<file path="src/rtl/dts_pkg.sv">
package dts_pkg;
  typedef enum logic [1:0] {
    CZ_WAKE = 2'd0,
    CZ_EVT  = 2'd1,
    CZ_LOST = 2'd2
  } cause_e;

  localparam int unsigned NCAUSE = 3;
endpackage

</file>
<file path="src/rtl/dts_window.sv">
module dts_window #(
  parameter int unsigned AW = 32
) (
  input  logic [AW-1:0] lo,
  input  logic [AW-1:0] hi,
  input  logic [AW-1:0] addr,
  input  logic          outside,
  output logic          match
);
  logic above_lo;
  logic below_hi;
  logic in_win;

  always_comb begin
    above_lo = (addr >= lo);
    below_hi = (addr <= hi);
    in_win   = above_lo & below_hi;
    match    = in_win ^ outside;
  end
endmodule

</file>
<file path="src/rtl/dts_pending.sv">
module dts_pending #(
  parameter int unsigned N = 3
) (
  input  logic         clk,
  input  logic         rst_n,
  input  logic [N-1:0] set_i,
  input  logic         clr_i,
  output logic         pend_o
);
  logic [N-1:0] flag_q;
  logic [N-1:0] flag_d;

  for (genvar g = 0; g < N; g++) begin : g_flag
    always_comb begin
      flag_d[g] = (flag_q[g] | set_i[g]) & ~clr_i;
    end

    always_ff @(posedge clk or negedge rst_n) begin
      if (!rst_n) begin
        flag_q[g] <= 1'b0;
      end else begin
        flag_q[g] <= flag_d[g];
      end
    end
  end

  always_comb begin
    pend_o = |(flag_q | set_i);
  end
endmodule

</file>
<file path="src/rtl/dts_period.sv">
module dts_period #(
  parameter int unsigned PERIOD = 255
) (
  input  logic clk,
  input  logic rst_n,
  input  logic adv_i,
  input  logic sync_i,
  output logic due_o
);
  localparam int unsigned CW = $clog2(PERIOD + 1);
  localparam logic [CW-1:0] LIMIT = CW'(PERIOD);

  logic [CW-1:0] cnt_q;
  logic [CW-1:0] cnt_d;

  always_comb begin
    due_o = (cnt_q == LIMIT);
    if (sync_i) begin
      cnt_d = '0;
    end else begin
      cnt_d = cnt_q + 1'b1;
    end
  end

  always_ff @(posedge clk or negedge rst_n) begin
    if (!rst_n) begin
      cnt_q <= LIMIT;
    end else if (adv_i) begin
      cnt_q <= cnt_d;
    end
  end
endmodule

</file>
<file path="src/rtl/dtrace_sync_gen.sv">
module dtrace_sync_gen
  import dts_pkg::*;
#(
  parameter int unsigned AW          = 32,
  parameter int unsigned DW          = 32,
  parameter int unsigned SYNC_PERIOD = 255
) (
  input  logic          clk,
  input  logic          rst_n,
  input  logic          acc_valid,
  input  logic [AW-1:0] acc_addr,
  input  logic [DW-1:0] acc_data,
  input  logic          acc_write,
  input  logic          acc_instr,
  input  logic          acc_abort,
  input  logic          acc_err,
  input  logic          lp_exit,
  input  logic          evt_in,
  input  logic          q_lost,
  input  logic [AW-1:0] cfg_lo,
  input  logic [AW-1:0] cfg_hi,
  input  logic          cfg_outside,
  input  logic          cfg_rd_en,
  input  logic          cfg_wr_en,
  input  logic          cfg_instr_sel,
  input  logic          cfg_evt_en,
  output logic          msg_valid,
  output logic          msg_write,
  output logic          msg_sync,
  output logic [AW-1:0] msg_addr,
  output logic [DW-1:0] msg_data
);
  logic              win_match;
  logic              clean;
  logic              side_ok;
  logic              dir_ok;
  logic              hit;
  logic              pend_any;
  logic              period_due;
  logic              make_sync;
  logic              emit_sync;
  logic [NCAUSE-1:0] cause_set;
  logic              valid_d;

  dts_window #(.AW(AW)) u_window (
    .lo      (cfg_lo),
    .hi      (cfg_hi),
    .addr    (acc_addr),
    .outside (cfg_outside),
    .match   (win_match)
  );

  always_comb begin
    cause_set          = '0;
    cause_set[CZ_WAKE] = lp_exit;
    cause_set[CZ_EVT]  = evt_in & cfg_evt_en;
    cause_set[CZ_LOST] = q_lost;
  end

  always_comb begin
    clean     = acc_valid & ~acc_abort & ~acc_err;
    side_ok   = (acc_instr == cfg_instr_sel);
    dir_ok    = acc_write ? cfg_wr_en : cfg_rd_en;
    hit       = clean & side_ok & dir_ok & win_match;
    make_sync = pend_any | period_due;
    emit_sync = hit & make_sync;
    valid_d   = hit;
  end

  dts_pending #(.N(NCAUSE)) u_pending (
    .clk    (clk),
    .rst_n  (rst_n),
    .set_i  (cause_set),
    .clr_i  (emit_sync),
    .pend_o (pend_any)
  );

  dts_period #(.PERIOD(SYNC_PERIOD)) u_period (
    .clk    (clk),
    .rst_n  (rst_n),
    .adv_i  (hit),
    .sync_i (make_sync),
    .due_o  (period_due)
  );

  always_ff @(posedge clk or negedge rst_n) begin
    if (!rst_n) begin
      msg_valid <= 1'b0;
    end else begin
      msg_valid <= valid_d;
    end
  end

  always_ff @(posedge clk or negedge rst_n) begin
    if (!rst_n) begin
      msg_write <= 1'b0;
      msg_sync  <= 1'b0;
      msg_addr  <= '0;
      msg_data  <= '0;
    end else if (hit) begin
      msg_write <= acc_write;
      msg_sync  <= make_sync;
      msg_addr  <= acc_addr;
      msg_data  <= acc_data;
    end
  end
endmodule

</file>
<file path="config.mk">
export PLATFORM = sky130hd
export DESIGN_NAME = dtrace_sync_gen
export DESIGN_NICKNAME = d
export VERILOG_FILES = /design/src/rtl/dts_pkg.sv /design/src/rtl/dts_window.sv /design/src/rtl/dts_pending.sv /design/src/rtl/dts_period.sv /design/src/rtl/dtrace_sync_gen.sv
export SDC_FILE = /design/constraint.sdc
export NUM_CORES = 1
export LEC_CHECK = 0
export BUFFER_PORTS_ARGS = -buffer_cell sky130_fd_sc_hd__buf_4
export CORE_ASPECT_RATIO = 1.2
export CORE_MARGIN = 2
export CORE_UTILIZATION = 48
export DETAILED_ROUTE_END_ITERATION = 16
export MAX_ROUTING_LAYER = met4
export PLACE_DENSITY_LB_ADDON = 0.1
export SLEW_MARGIN = 20
export SYNTH_ARGS = -nofsm -noshare
export SYNTH_HDL_FRONTEND = slang
export SYNTH_SLANG_ARGS = --single-unit
</file>
<file path="constraint.sdc">
create_clock -name clk -period 1.9 [get_ports clk]
set_input_delay 0.095 -clock clk [delete_from_list [all_inputs] [get_ports clk]]
set_output_delay 0.095 -clock clk [all_outputs]
set_load 0.01 [all_outputs]
</file>
Word-level counts from Yosys, hierarchy flattened:

Index checks and enable logic that the tools add are counted.

* div/mod/pow operators: 0
* shifts and indexed selects: 0
* bitwise gates (word level): 20
* eq/ne operators: 2
* $mul: 0
* $add $sub $neg: 1
* reductions and logical operators: 1
* magnitude comparators: 2
* multiplexer cells: 2

Operators by type and width (number)
* $ge 32x32->1: 1
* $le 32x32->1: 1
* $and 1x1->1: 11
* $add 8x1->8 const B: 1
* $eq 8x8->1 const B: 1
* $mux 8: 1
* $or 1x1->1: 4
* $not 1->1: 3
* $or 3x3->3: 1
* $reduce_or 3->1: 1
* $eq 1x1->1: 1
* $mux 1: 1
* $xor 1x1->1: 1

* memories: 0
* memory bits (writable): 0
* register bits after elaboration: 78
* bits in read-only memories: 0
* bits in latches: 0
* logic and storage cells: 37
* output and inout port bits: 67

Depth between registers and ports, before layout:

Gate-level depths: netlist of the first run.

* word-level depth: 9
* depth in mapped cells: 14
* gate-level depth less buffers: 10

By module:

A second synthesis of the first run with hierarchy kept.

* cells, all modules: 430
* area, all modules: 4700.8 um^2

Modules (own cells, without submodules)
* dtrace_sync_gen: times used 1, area an instance 2529.9 um^2, cells each 148
* dts_window: times used 1, area an instance 1610.3 um^2, cells each 226
* dts_period: times used 1, area an instance 457.9 um^2, cells each 46
* dts_pending: times used 1, area an instance 102.6 um^2, cells each 10

Least setup slack after synthesis of the first run:

OpenSTA, ideal clock, no wires.

* kind: input to register
* start: in cfg_lo[29]
* end: reg msg_data[10]
* cell stages on the path: 13
* data required time: 1.775 ns
* setup time: 0.125 ns
* arrival time: 2.568 ns
* slack: -0.793 ns
* cell sequence: inv_1 > ha_1 > and4_1 > nand2_1 > or3_4 > o41ai_4 > and4b_1 > buf_2 > or2_1 > buf_4 > buf_6 > buf_6 > mux2_4

* word-level cells in the longest chain between the ends: 4

RTL lines
* start, declared: line dtrace_sync_gen.sv:20 `input logic [AW-1:0] cfg_lo,`
* $ge 32x32->1: line dts_window.sv:15 `above_lo = (addr >= lo);`
* $and 1x1->1: line dts_window.sv:17 `in_win = above_lo & below_hi;`
* $xor 1x1->1: line dts_window.sv:18 `match = in_win ^ outside;`
* $and 1x1->1: line dtrace_sync_gen.sv:64 `hit = clean & side_ok & dir_ok & win_match;`
* end signal, assigned: line dtrace_sync_gen.sv:104 `msg_data <= acc_data;`
* end, declared: line dtrace_sync_gen.sv:31 `output logic [DW-1:0] msg_data`

No other way between the ends.
A chain may end at the register's enable or synchronous reset.

Worst setup path in the final report of the first run:

* start: in acc_addr[1]
* end: reg msg_addr[31]

* word-level cells in the longest chain between the ends: 4
* elaborated cells between the ends (all ways): 5
* those cells by class: 2 x order compare; 3 x bitwise

RTL lines
* start, declared: line dtrace_sync_gen.sv:11 `input logic [AW-1:0] acc_addr,`
* $ge 32x32->1 or $le 32x32->1 (tied branches): line dts_window.sv:15, dts_window.sv:16
* $and 1x1->1 *: line dts_window.sv:17
* $xor 1x1->1 *: line dts_window.sv:18
* $and 1x1->1 *: line dtrace_sync_gen.sv:64
* end signal, assigned: line dtrace_sync_gen.sv:103 `msg_addr <= acc_addr;`
* end, declared: line dtrace_sync_gen.sv:30 `output logic [AW-1:0] msg_addr,`

Every way passes the cells marked *; elsewhere a longest branch is shown, timed or not.

==> impl_metrics.csv, run 1 <==
group,metric,value,unit
outcome,status,"complete, but fails checks",
outcome,violations,"setup timing",
worst_setup_path,start_kind,"input pin",
power_and_ir_drop,combPwrFrac,38.0,%
worst_setup_path,crit_type,"in -> reg",
routing,vias_per_cell,5.224,
min_path,hold_class,"in -> reg",
power_and_ir_drop,power_leakage,0.004263,uW
timing,setup_viol,78,
logic_synthesis,syn_area,4798,sq um
clock_network,cts_tree,"built",
placement,gp_congestion,0.8692,
timing,fmax,413.6,MHz
global_routing,grt_pass1_wl,21590,um
logic_synthesis,synth_warnings,0,
clock_network,clock_sink_count,78,
logic_synthesis,synth_common_cells,"dfrtp_1 (70), inv_1 (69), ha_1 (65)",
min_path,hold_depth,2,
final_layout,antennaDiodeCount,0,
global_routing,grt.overflow.total,0,
timing,whs,0.004564,ns
timing,fin_crit,2.418,ns
power_and_ir_drop,seqPwrFrac,35.3,%
timing,slew_headroom,74.77,%
flow_run,cap_viol_max_count,0,
global_routing,grt_pass1_vias,4587,
routing,ant_nets,0,
power_and_ir_drop,cellPowerDensity,787.6,nW/um^2
placement,dpl.cell_count,792,
clock_network,clk_pin_slew,0.07,ns
power_and_ir_drop,pwr-share-clk,26.7,%
timing,min_period_over_period,127.2,%
routing,firstDrtPassIters,4,
worst_setup_path,worst_setup_path_end_kind,"flip-flop",
floorplan,start_util,48.67,%
worst_setup_path,r2r_cells,6,
routing,avgRoutedWirePerCell,18.55,um
clock_network,clk_latency,0.34,ns
final_layout,stdcell_count,868,
timing,tightest_slew,0.3767,ns
floorplan,row_count,40,
routing,routed-via-count,4534,
timing,worst_slack,-0.5177,ns
logic_synthesis,synth_ff_type,"dfrtp_1",
logic_synthesis,synth_top_area_share,36.51,%
logic_synthesis,syn_nets,635,
floorplan,die_h,113.5,um
power_and_ir_drop,ir_worst_vdd,0.0007194,V
floorplan,core,9859,sq um
placement,dp_hpwl,10240,um
clock_network,clk_path_buf_depth,2,
timing,maxSlewViolCount,0,
final_layout,final_area,8594,sq um
power_and_ir_drop,p_sw,2029,uW
final_layout,multiInputGateArea,3203,sq um
final_layout,synthToLayoutAreaGrowth,79.11,%
logic_synthesis,yosysMostFrequentCell,"dfrtp_1",
final_layout,seq_area,1962,sq um
logic_synthesis,async_flop_share,100.0,%
final_layout,nets,945,
worst_setup_path,cp.required,2.13,ns
timing,finalHoldViolCount,0,
timing,rsz0062_at_grt,"yes",
power_and_ir_drop,p_int,4741,uW
logic_synthesis,yosysUniqueCellTypes,48,
placement,post_dp_cell_area,7044,sq um
logic_synthesis,synth_enable_flop_cells,0,
placement,portBuffers,209,
logic_synthesis,synth.area.top_cells,"dfrtp_1 (37%), ha_1 (17%), mux2_2 (11%)",
routing,drc_errors,0,
routing,drtIter0Drc,195,
clock_network,root_buffer,"clkbuf_16",
logic_synthesis,synth_top_area_cell,"dfrtp_1",
global_routing,grt_max_degree,39,
logic_synthesis,syn_inst,427,
floorplan,ios,210,
clock_network,cts-buffers-inserted,9,
clock_network,cts_max_level,3,
timing,finalClockSkew,0.004671,ns
floorplan,dieArea,10820,sq um
floorplan,die_w,95.27,um
final_layout,fillCellCount,456,
global_routing,antenna_found_initial,0,
final_layout,drive_gt1_share,61.05,%
logic_synthesis,synth-seq-cells,78,
worst_setup_path,cp.arrival,2.65,ns
routing,routed_wl,16110,um
logic_synthesis,synth-seq-area-share,40.89,%
power_and_ir_drop,swShare,29.97,%
worst_setup_path,crit_fanout,8,
logic_synthesis,synth_area_per_cell,11.24,sq um
global_routing,grt_usage,26.39,%
==> metrics by stage <==
stage               util, %  setup WS (ns)  power [uW]  TNS (ns)
finish                87.17        -0.5177        6769    -35.80
global route          87.17        -0.6048        7072    -42.79
CTS                   80.01        -0.3428        6485    -22.71
detailed placement    71.45        -0.8016        4564    -58.51
global placement      71.45        -0.7535        4472    -55.79
floorplan                 -        -0.6573        3317    -44.43
==> cell usage in the layout (no fill, tap or decap), types with 3 or more instances in the layout <==
| cell | n |
|---|---|
| dlygate4sd3_1 | 35 |
| nand2_1 | 13 |
| inv_6 | 3 |
| buf_6 | 26 |
| dfrtp_1 | 70 |
| dfstp_2 | 8 |
| ha_4 | 30 |
| a221oi_2 | 3 |
| nor2_4 | 3 |
| ha_1 | 35 |
| a21o_1 | 6 |
| inv_1 | 47 |
| o22ai_1 | 4 |
| inv_2 | 10 |
| mux2_2 | 11 |
| mux2_4 | 54 |
| o21ai_0 | 5 |
| buf_12 | 7 |
| buf_8 | 3 |
| a21oi_2 | 5 |
| a22o_1 | 5 |
| clkbuf_16 | 12 |
| mux2i_1 | 3 |
| inv_4 | 11 |
| nor2_1 | 9 |
| buf_4 | 235 |
| nand4_1 | 12 |
| nand3_1 | 11 |
| nor3_1 | 4 |
| a21oi_1 | 14 |
==> power by group through the flow <==
| stage | Clock (uW) | Sequential [uW] | Combinational (uW) |
|---|---|---|---|
| global route | 1900 | 2430 | 2740 |
| finish | 1810 | 2390 | 2570 |
| detailed placement | 0 | 2380 | 2180 |
| CTS | 1810 | 2360 | 2320 |
| floorplan | 0 | 2550 | 763 |
| global placement | 0 | 2360 | 2110 |
==> worst max-delay path: stages <==
cell       delay, ns
buf_4           0.14
ha_4            0.24
nor2b_2         0.15
o211ai_1        0.30
a2111oi_4       0.13
nor3_2          0.24
a2bb2oi_2       0.24
and4b_1         0.28
or2_4           0.22
buf_6           0.14
clkbuf_16       0.15
mux2_2          0.33
==> path summary, 6_finish.rpt <==
kind	from	end	slack, ns
max in group asynchronous	rst_n	u_period.cnt_q[7]	1.09
setup reg to reg	u_pending.flag_q[1]	u_period.cnt_q[0]	-0.05
setup / recovery	acc_addr[1]	msg_addr[31]	-0.52
hold reg to reg	u_period.cnt_q[1]	u_period.cnt_q[1]	0.51
min in group asynchronous	rst_n	msg_addr[5]	0.18
hold / removal	acc_addr[26]	msg_addr[26]	0.005
==> per-layer routing <==
metal	track usage, %	routed length (um)	share of wire, %
met4	11.01	518	3.2
met5	-	0	0
met2	45.54	8708	54
met3	3.567	785	4.9
met1	30.54	6093	38
==> registers in the layout, indices dropped and copies added, names as in the netlist <==
signal / cells
msg_addr: 32
msg_data: 32
msg_sync: 1
msg_valid: 1
msg_write: 1
u_pending.flag_q: 3
u_period.cnt_q: 8
==> timing repair <==
| item | CTS | global route |
|---|---|---|
| endpoints found under the setup margin | 78 | 78 |
| setup buffers | 6 | 18 |
| endpoints found under the hold margin | 91 | 2 |
| hold buffers | 33 | 2 |
| gates cloned | 0 | 4 |
| pin swaps | 3 | 32 |
| resized for setup | 36 | 101 |
==> area by class of cell <==
cell class	instances	area share (%)
timing repair buffer	309	31.04
inverter	69	3.479
multi-input combinational	270	37.27
sequential	78	22.83
tap	126	1.834
clock inverter	7	0.9317
clock buffer	9	2.620
==> cell families (layout without fill, tap and decap cells) <==
kind of cell    after synthesis  count (layout)  synth area share [%]
buf+inv                      79             394                 7.171
flops                        78              78                 40.89
simple gates                 73              73                 7.927
mux                          68              68                 17.29
fa+ha+maj                    65              65                 16.95
compound gates               63              63                 9.596
xor+xnor                      1               1                0.1826
Note: power is estimated with default switching activity, not from simulation.
==> inputs of run 2 (changes only) <==
ABC_AREA = 1   (was unset)
CORE_UTILIZATION = 49   (was 48)
==> run 2 against run 1 <==
Compared with the run above: the flow now finishes without violations; cell count grew 17%; sequential share of layout area grew 3.6 points; core utilization shrank 14 points; critical path type is now reg -> reg; critical endpoint is now u_period.cnt_q[2]; largest power group is now registers.
==> impl_metrics.csv, run 2 <==
group,metric,value,unit
worst_setup_path,crit_slowest_cell,"dfstp_2",
clock_network,clk_latency,0.34,ns
global_routing,grt_pass1_vias,5219,
routing,avgRoutedWirePerCell,14.13,um
global_routing,grt_use_met3,4.825,%
final_layout,drive_gt1_share,32.17,%
timing,maxSlewViolCount,0,
final_layout,final_common_cell,"buf_4",
floorplan,ios,210,
power_and_ir_drop,ir_worst_vdd,0.0003833,V
routing,ant_nets,0,
final_layout,antennaDiodeCount,0,
logic_synthesis,synth_area_per_cell,7.828,sq um
worst_setup_path,critPathTopFamily,"simple AND/OR/NAND/NOR gates",
logic_synthesis,syn_nets,863,
worst_setup_path,path_buf_inv,2,
timing,worst_slack,0.1184,ns
timing,finalHoldViolCount,0,
worst_setup_path,r2r_setup_slack,0.12,ns
worst_setup_path,cpPeakStageDelay,0.56,ns
clock_network,clk_pin_slew,0.06,ns
floorplan,row_count,40,
min_path,hold_class,"in -> reg",
worst_setup_path,r2r_end,"u_period.cnt_q[2]",
power_and_ir_drop,power_leakage,0.004275,uW
outcome,status,"complete, no violations",
timing,min_period_over_period,93.77,%
worst_setup_path,r2r-start,"u_period.cnt_q[1]",
routing,routed-via-count,5269,
final_layout,nets,1092,
global_routing,grt.met2_usage,45.93,%
clock_network,clk_path_buf_depth,2,
clock_network,clock_sink_count,78,
worst_setup_path,crit_type,"reg -> reg",
timing,fin_tns_setup,0,ns
logic_synthesis,synth-seq-area-share,38.26,%
logic_synthesis,async_flop_share,100.0,%
timing,finalClockSkew,0.005191,ns
floorplan,start_util,50.72,%
global_routing,grt.overflow.total,0,
clock_network,root_buffer,"clkbuf_16",
worst_setup_path,worst_setup_path_end_kind,"flip-flop",
final_layout,utilization,73.48,%
logic_synthesis,synth_top_area_cell,"dfrtp_1",
worst_setup_path,crit_chain,"ha_4 -> nand2_2 -> nor2_4 -> inv_2 -> nor2_4 -> nand3_2 -> o211ai_2 -> buf_4 -> nor3b_1 -> nand4_1 -> nand2_1",
worst_setup_path,r2r_cells,11,
final_layout,synthToLayoutAreaGrowth,44.88,%
floorplan,die_w,97.38,um
logic_synthesis,yosysUniqueCellTypes,29,
global_routing,grt_pass1_wl,23350,um
logic_synthesis,synth_ff_type,"dfrtp_1",
global_routing,grt_busiest_layer,"met2",
worst_setup_path,start_kind,"flip-flop",
timing,setup_viol,0,
routing,routed_wl,14350,um
logic_synthesis,synth.area.top_cells,"dfrtp_1 (34%), nand2_1 (16%), ha_1 (16%)",
min_path,hold_depth,3,
placement,dpl.cell_count,996,
routing,drtIter0Drc,234,
clock_network,cts_max_level,3,
final_layout,stdcell_count,1015,
timing,whs,0.01126,ns
timing,rsz0062_at_grt,"yes",
floorplan,dieArea,11300,sq um
logic_synthesis,syn_area,5127,sq um
worst_setup_path,cp.arrival,2.04,ns
placement,portBuffers,209,
logic_synthesis,synth_enable_flop_cells,0,
timing,fin_crit,1.782,ns
floorplan,die_h,116.1,um
placement,preCtsSetupSlack,-0.1833,ns
placement,gp_congestion,0.8746,
routing,firstDrtPassIters,4,
timing,tightest_slew,0.6645,ns
min_path,hold_path_end,"msg_data[19]",
power_and_ir_drop,cellPowerDensity,816.0,nW/um^2
timing,slew_headroom,55.70,%
logic_synthesis,synth_common_cells,"nand2_1 (217), inv_1 (87), nand4_1 (79)",
worst_setup_path,crit_fanout,3,
logic_synthesis,synth_top_area_share,34.16,%
logic_synthesis,yosysMostFrequentCell,"nand2_1",
global_routing,grt_usage,26.00,%
clock_network,cts_tree,"built",
floorplan,core,10110,sq um
worst_setup_path,cpMostUsedCell,"nor2_4",
global_routing,use_met1,28.90,%
logic_synthesis,syn_inst,655,
worst_setup_path,cp.required,2.16,ns
logic_synthesis,synth_warnings,0,
clock_network,cts-buffers-inserted,9,
timing,fmax,561.3,MHz
routing,vias_per_cell,5.191,
min_path,min-delay-start,"acc_data[19]",
global_routing,grt_max_degree,52,
routing,drc_errors,0,
flow_run,cap_viol_max_count,0,
global_routing,antenna_found_initial,0,
final_layout,mostFrequentLayoutCells,"buf_4 (237), nand2_1 (216), inv_1 (86), nand4_1 (79), dfrtp_1 (70)",
logic_synthesis,synth-seq-cells,78,
final_layout,top_regs,"msg_addr x32, msg_data x32, u_period.cnt_q x8",
placement,dp_hpwl,11280,um
run 2: kinds of logic after synthesis:
logic type | share of synthesized area, %
AOI/OAI and AO/OA | 4.880
xor gates and xnor gates | 0.1708
adders and majority gates | 15.86
buffers and inverters | 10.44
DFF | 38.26
muxes | 0.1952
and+or+nand+nor | 30.19
run 2: worst max path at each step:
stage,depth (start not counted),from,slack [ns],to
after global routing,11,u_period.cnt_q[1],-0.03,u_period.cnt_q[2]
after detailed placement,17,acc_addr[19],-0.18,msg_data[28]
after global placement,15,acc_addr[19],-0.13,msg_data[12]
after floorplan,10,u_period.cnt_q[0],0.14,u_pending.flag_q[0]
final,11,u_period.cnt_q[1],0.12,u_period.cnt_q[2]
after CTS,11,u_period.cnt_q[0],0.05,u_period.cnt_q[6]
run 2: metrics by stage:
stage,area [sq um],total power [uW]
final,7428,6061
after global routing,7428,6427
after CTS,7350,6102
after detailed placement,7041,4366
after global placement,7041,4296
after floorplan,5127,3140
run 2: metal layers:
layer | up-vias | part of all wire (%)
met5 | - | 0
met4 | 0 | 3.4
met3 | 33 | 6.4
met2 | 204 | 52
met1 | 2424 | 38
li1 | 2608 | -
run 2: layout make-up:
class                      instances  area (sq um)
timing repair buffer             250          1994
tap                              126         157.7
clock inverter                     6         70.07
fill                             792          2681
inverter                          88         330.3
sequential                        78          1962
multi-input combinational        457          2685
clock buffer                      10         229.0
run 2: tightest hold or removal path, cell delays in order:
cell and delay (ns):
buf_4 0.07, nand4_1 0.08, nand2_1 0.07
run 2: where the power goes:
group / internal (uW) / switching [uW]
clock: 1020 / 700
sequential: 2060 / 249
combinational: 1040 / 984
run 2: what timing repair did:
item	in CTS	in global routing
setup endpoints to repair	0	58
hold buffers	1	0
endpoints found under the hold margin	42	0
gates resized for setup	0	16
setup buffers	0	2
